==> config.mk <==
export PLATFORM = sky130hd
export DESIGN_NAME = sysctl_regs
export DESIGN_NICKNAME = d
export VERILOG_FILES = /design/src/rtl/sysctl_pkg.sv /design/src/rtl/sysctl_decode.sv /design/src/rtl/sysctl_status.sv /design/src/rtl/sysctl_trap_capture.sv /design/src/rtl/sysctl_regs.sv
export SDC_FILE = /design/constraint.sdc
export NUM_CORES = 1
export LEC_CHECK = 0
export ABC_AREA = 0
export BUFFER_PORTS_ARGS = -buffer_cell sky130_fd_sc_hd__buf_2
export CAP_MARGIN = 20
export CORE_MARGIN = 2
export CORE_UTILIZATION = 35
export DETAILED_ROUTE_END_ITERATION = 12
export PLACE_DENSITY = 0.64
export SYNTH_ARGS = -nofsm -noshare
export SYNTH_HDL_FRONTEND = slang
export SYNTH_HIERARCHICAL = 1
export SYNTH_SLANG_ARGS = --single-unit
==> constraint.sdc <==
create_clock -name clk -period 5.75 [get_ports clk]
set_input_delay 0.575 -clock clk [delete_from_list [all_inputs] [get_ports clk]]
set_output_delay 0.575 -clock clk [all_outputs]
set_load 0.02 [all_outputs]
==> src/rtl/sysctl_pkg.sv <==
// Package: shared constants and the access-operation encoding for the
// system-control register unit. Assumes a 32-bit datapath and 5-bit codes.
package sysctl_pkg;

    localparam int XLEN_DEF   = 32;
    localparam int RIDX_W     = 5;
    localparam int SEL_W      = 3;
    localparam int CODE_W_DEF = 5;
    localparam int N_REGS     = 3;

    // Access operation presented by the execute stage
    typedef enum logic [1:0] {
        ACC_IDLE  = 2'd0,
        ACC_WRITE = 2'd1,
        ACC_READ  = 2'd2,
        ACC_RMW   = 2'd3
    } acc_op_e;

    // Slot numbers inside the unit
    localparam int SLOT_STATUS = 0;
    localparam int SLOT_CAUSE  = 1;
    localparam int SLOT_EPC    = 2;

    // Architectural index of each slot (select is always 0)
    function automatic logic [RIDX_W-1:0] slot_index(input int slot);
        case (slot)
            SLOT_STATUS: slot_index = 5'd12;
            SLOT_CAUSE:  slot_index = 5'd13;
            default:     slot_index = 5'd14;
        endcase
    endfunction

endpackage

==> src/rtl/sysctl_decode.sv <==
// Module: address and operation decoder.
// Turns the index/select pair into a one-hot slot hit and splits the
// operation into read and write enables. Assumes only select 0 is mapped.
module sysctl_decode
    import sysctl_pkg::*;
(
    input  logic [1:0]        op,
    input  logic [RIDX_W-1:0] ridx,
    input  logic [SEL_W-1:0]  rsel,
    output logic [N_REGS-1:0] hit,
    output logic              rd_en,
    output logic              wr_any,
    output logic              rmw
);

    // One comparator per mapped slot
    for (genvar g = 0; g < N_REGS; g++) begin : g_hit
        assign hit[g] = (ridx == slot_index(g)) && (rsel == '0);
    end

    // Operation split into read and write intent
    always_comb begin
        rd_en  = (op == ACC_READ) || (op == ACC_RMW);
        wr_any = (op == ACC_WRITE) || (op == ACC_RMW);
        rmw    = (op == ACC_RMW);
    end

endmodule

==> src/rtl/sysctl_status.sv <==
// Module: status register.
// A plain software-writable word with a parameterised reset value.
// Assumes the caller has already merged any read-modify bit forcing.
module sysctl_status #(
    parameter int          XLEN = 32,
    parameter logic [31:0] RST  = 32'h0
) (
    input  logic            clk,
    input  logic            rst_n,
    input  logic            we,
    input  logic [XLEN-1:0] wdata,
    output logic [XLEN-1:0] q
);

    // Register update with synchronous active-low reset
    always_ff @(posedge clk) begin
        if (!rst_n)  q <= RST[XLEN-1:0];
        else if (we) q <= wdata;
    end

endmodule

==> src/rtl/sysctl_trap_capture.sv <==
// Module: exception capture for the reason and return-address registers.
// The exception strobe overrides software writes in the same cycle.
// Assumes the delay-slot flag is valid whenever the strobe is high.
module sysctl_trap_capture #(
    parameter int XLEN   = 32,
    parameter int CODE_W = 5
) (
    input  logic              clk,
    input  logic              rst_n,
    input  logic              exc_valid,
    input  logic [CODE_W-1:0] exc_code,
    input  logic [XLEN-1:0]   exc_pc,
    input  logic [XLEN-1:0]   exc_branch_pc,
    input  logic              exc_in_slot,
    input  logic              sw_cause_we,
    input  logic              sw_epc_we,
    input  logic [XLEN-1:0]   sw_wdata,
    output logic [XLEN-1:0]   cause_q,
    output logic [XLEN-1:0]   epc_q
);

    localparam int PAD_W    = XLEN - 3 - CODE_W;
    localparam int CODE_LSB = 2;
    localparam int CODE_MSB = CODE_LSB + CODE_W - 1;

    logic [XLEN-1:0] cause_hw;
    logic [XLEN-1:0] cause_sw;
    logic [XLEN-1:0] epc_hw;

    // Build the reason word from the exception inputs
    always_comb begin
        cause_hw = {exc_in_slot, {PAD_W{1'b0}}, exc_code, 2'b00};
        cause_sw = {sw_wdata[XLEN-1], {PAD_W{1'b0}}, sw_wdata[CODE_MSB:CODE_LSB], 2'b00};
        epc_hw   = exc_in_slot ? exc_branch_pc : exc_pc;
    end

    // Reason register: exception first, then software
    always_ff @(posedge clk) begin
        if (!rst_n)           cause_q <= '0;
        else if (exc_valid)   cause_q <= cause_hw;
        else if (sw_cause_we) cause_q <= cause_sw;
    end

    // Return-address register: exception first, then software
    always_ff @(posedge clk) begin
        if (!rst_n)         epc_q <= '0;
        else if (exc_valid) epc_q <= epc_hw;
        else if (sw_epc_we) epc_q <= sw_wdata;
    end

endmodule

==> src/rtl/sysctl_regs.sv <==
// Module: system-control register unit (top).
// Joins the decoder, the status register and the exception capture,
// provides the read path, the read-modify merge and the return target.
// Assumes at most one access operation per cycle.
module sysctl_regs
    import sysctl_pkg::*;
#(
    parameter int          XLEN       = 32,
    parameter int          CODE_W     = 5,
    parameter logic [31:0] STATUS_RST = 32'h0
) (
    input  logic              clk,
    input  logic              rst_n,
    input  logic [1:0]        acc_op,
    input  logic [4:0]        acc_reg,
    input  logic [2:0]        acc_sel,
    input  logic [XLEN-1:0]   acc_wdata,
    input  logic              acc_ie_set,
    output logic [XLEN-1:0]   acc_rdata,
    input  logic              exc_valid,
    input  logic [CODE_W-1:0] exc_code,
    input  logic [XLEN-1:0]   exc_pc,
    input  logic [XLEN-1:0]   exc_branch_pc,
    input  logic              exc_in_slot,
    input  logic              ret_req,
    output logic              ret_valid,
    output logic [XLEN-1:0]   ret_target
);

    logic [N_REGS-1:0] hit;
    logic              rd_en;
    logic              wr_any;
    logic              rmw;
    logic [XLEN-1:0]   status_q;
    logic [XLEN-1:0]   cause_q;
    logic [XLEN-1:0]   epc_q;
    logic [XLEN-1:0]   slot_val [N_REGS];
    logic [XLEN-1:0]   sel_val;
    logic [XLEN-1:0]   wr_val;

    sysctl_decode i_dec (
        .op     (acc_op),
        .ridx   (acc_reg),
        .rsel   (acc_sel),
        .hit    (hit),
        .rd_en  (rd_en),
        .wr_any (wr_any),
        .rmw    (rmw)
    );

    sysctl_status #(.XLEN(XLEN), .RST(STATUS_RST)) i_status (
        .clk   (clk),
        .rst_n (rst_n),
        .we    (wr_any && hit[SLOT_STATUS]),
        .wdata (wr_val),
        .q     (status_q)
    );

    sysctl_trap_capture #(.XLEN(XLEN), .CODE_W(CODE_W)) i_trap (
        .clk           (clk),
        .rst_n         (rst_n),
        .exc_valid     (exc_valid),
        .exc_code      (exc_code),
        .exc_pc        (exc_pc),
        .exc_branch_pc (exc_branch_pc),
        .exc_in_slot   (exc_in_slot),
        .sw_cause_we   (wr_any && hit[SLOT_CAUSE]),
        .sw_epc_we     (wr_any && hit[SLOT_EPC]),
        .sw_wdata      (wr_val),
        .cause_q       (cause_q),
        .epc_q         (epc_q)
    );

    // Collect slot contents in slot order
    always_comb begin
        slot_val[SLOT_STATUS] = status_q;
        slot_val[SLOT_CAUSE]  = cause_q;
        slot_val[SLOT_EPC]    = epc_q;
    end

    // AND-OR read mux over the one-hot hit vector
    always_comb begin
        sel_val = '0;
        for (int i = 0; i < N_REGS; i++) begin
            sel_val = sel_val | (slot_val[i] & {XLEN{hit[i]}});
        end
    end

    // Read data is gated to zero unless a read is requested
    always_comb begin
        acc_rdata = rd_en ? sel_val : '0;
    end

    // Write value: plain data, or old value with bit 0 forced
    always_comb begin
        wr_val = acc_wdata;
        if (rmw) begin
            wr_val    = sel_val;
            wr_val[0] = acc_ie_set;
        end
    end

    // Exception-return target
    always_comb begin
        ret_valid  = ret_req;
        ret_target = ret_req ? epc_q : '0;
    end

endmodule

==> results.py <==
metrics = {
    "synth": {
        "synthDistinctLibCells": 27,
        "synth_cells": 499,
        "avgSynthCellArea_um2": 9.39,
        "ys_ff_latch": 70,
        "async_flop_share_pct": 0,
        "yosysSeqAreaShare_pct": 29.9,
        "synth_edf_count": 0,
        "yosysWarningCount": 6,
        "synthFlopType": "dfxtp_1",
        "syn_area_mm2": 0.00469,
    },
    "status": {
        "outcome": "finished clean",
    },
    "worst_hold_path": {
        "min_path_type": "flop to flop",
    },
    "grt": {
        "grt_usage_pct": 17.5,
        "grt_pass1_vias": 4210,
        "overflow": 0,
        "antenna_found_initial": 0,
        "grt_max_degree": 64,
        "grt_pass1_wl_um": 20400,
    },
    "placed_design": {
        "place_inst": 807,
        "io_buffers": 181,
        "dpl.hpwl_um": 8780,
        "place_congestion": 0.787,
    },
    "detailed_routing": {
        "vias": 4186,
        "drc": 0,
        "via_per_inst": 5.09,
        "dr.pass1.iters": 5,
        "wl_um": 12900,
        "drt_iter0_markers": 260,
        "ant_nets": 0,
        "wl_per_cell_um": 15.7,
    },
    "clocking": {
        "insertion_delay_ps": 330,
        "cts.clk_slew.worst_paths_ps": 50,
        "cts_resized": 0,
        "post_cts_buffers": 0,
        "cts_tree": "built",
        "cts.path.max_buffers": 2,
        "ctsHoldBuffers": 0,
        "numCtsBuffers": 9,
        "htreeDepth": 3,
        "cts.sinks": 70,
        "cts-root-buf": "clkbuf_16",
    },
    "power_and_ir_drop": {
        "leakagePower_nw": 2.39,
        "powerDensity_mw_per_mm2": 221,
        "peakVddDrop_mv": 0.113,
    },
    "timing": {
        "tns_ps": 0,
        "period_share_pct": 49.4,
        "hold_viol": 0,
        "maxSlewViolCount": 0,
        "grt_setup_unrepaired": "no",
        "worst_pin_slew_ps": 1060,
        "max-slew-margin-rel_pct": 29.6,
        "setup_viol": 0,
        "max_freq_ghz": 0.352,
        "min_period_ps": 2840,
        "skew_ps": 6.49,
    },
    "die": {
        "die_h_um": 120,
        "die-width_um": 120,
        "dieArea_mm2": 0.0143,
        "core_area_mm2": 0.0131,
        "rows": 42,
        "ioPinCount": 182,
        "start_util_pct": 35.7,
    },
    "setup_path": {
        "worst-path-max-fanout": 33,
        "startpoint_type": "input pin",
        "critical_path_class": "input pin to output port",
        "crit_required_ps": 5180,
        "worstSetupEndpointType": "output port",
        "crit_arrival_ps": 2270,
    },
    "layout": {
        "fin_cells": 823,
        "finalCoreUtilization_pct": 42.8,
        "synthToLayoutAreaGrowth_pct": 19.9,
        "fin_nets": 759,
        "antenna_cells": 0,
        "multi_input_comb_area_mm2": 0.00277,
        "drive_gt1_share_pct": 33.2,
        "nFillCells": 1340,
        "seq_area_mm2": 0.00140,
    },
    "run": {
        "cap_violations": 0,
    },
}
## logic make-up after synthesis
kind of cell / Yosys count / share of synthesized area [%]
AO/OA/AOI/OAI: 101 / 15.7
buffers and inverters: 78 / 13.4
flip-flops: 70 / 29.9
multiplexers: 103 / 22.7
other: 1 / 0.0800
AND/OR/NAND/NOR: 146 / 18.2
## layout make-up
type / instances / share of cell area [%]
well taps: 176 / 3.92
repair buffers: 185 / 16.7
flip-flops and latches: 70 / 24.9
clock buffers: 11 / 4.14
multi-input cells: 376 / 49.3
clock inverters: 5 / 1.07
## routing by layer
metal  vias to the layer above  global-route usage [%]  part of all wire (%)
met3                         9                    3.37                   4.9
met2                       120                    31.8                    51
met1                      2003                    20.8                    43
met5                         -                       0                     0
li1                       2054                       -                     -
met4                         0                    5.22                  0.90
## registers in the layout (all words and copies together) (netlist names)
register / flops
i_trap/epc_q: 32
i_trap/cause_q: 6
i_status/q: 32
## synth_stat cells (2+ instances only)
library cell | instances | share of area (%)
buf_6 | 17 | 4.1
a222oi_1 | 32 | 6.8
and2_1 | 36 | 4.8
nor2_1 | 31 | 2.5
buf_8 | 3 | 0.96
buf_12 | 3 | 1.3
mux2i_1 | 96 | 21
a21oi_1 | 31 | 3.3
o211a_1 | 6 | 1.3
o22ai_1 | 32 | 4.3
clkbuf_1 | 17 | 1.4
buf_4 | 31 | 5.0
nand2b_1 | 7 | 0.93
buf_2 | 6 | 0.64
nor4_1 | 2 | 0.27
mux2_4 | 6 | 1.9
nor2b_1 | 64 | 8.5
dfxtp_1 | 70 | 30
## critical path, cell delays in order
cell	delay, ps
buf_2	110
or4_4	520
nor2_2	90
buf_4	360
a222oi_1	200
nor2b_1	210
buf_2	200
## final timing paths
path	to	depth (start not counted)	from	slack, ps
min reg2reg	i_status/q[15]	2	i_status/q[15]	520
max	acc_rdata[31]	7	acc_reg[1]	2910
max reg2reg	i_trap/cause_q[6]	4	i_trap/epc_q[6]	4160
min	i_status/q[15]	2	i_status/q[15]	520
## layout by cell type (no fill, tap or decap), types with 2 or more instances in the layout
cell type,netlist,final
buf_2,6,181
mux2i_1,96,96
dfxtp_1,70,70
nor2b_1,64,64
and2_1,36,33
a222oi_1,32,32
o22ai_1,32,32
nor2_1,31,31
a21oi_1,31,31
conb_1,1,26
clkbuf_16,0,9
nand2b_1,7,7
mux2_4,6,6
o211a_1,6,6
buf_4,31,4
and2_2,0,3
clkbuf_1,17,2
clkinv_4,0,2
nor4_2,0,2
## through the flow
stage                     area, um^2  power (mW)  hold WS (ps)  setup slack, ps
after floorplan                 4780       0.657           482             3310
after global placement          5320       0.708           494             2700
after detailed placement        5320       0.713           507             2620
after CTS                       5620        1.26           523             2930
after global routing            5620        1.30           533             2790
final                           5620        1.24           522             2910
## power by group
group,internal [mW],switching (mW)
sequential,0.504,0.0127
combinational,0.0867,0.0996
clock,0.337,0.203
Note: power is estimated with default switching activity, not from simulation.
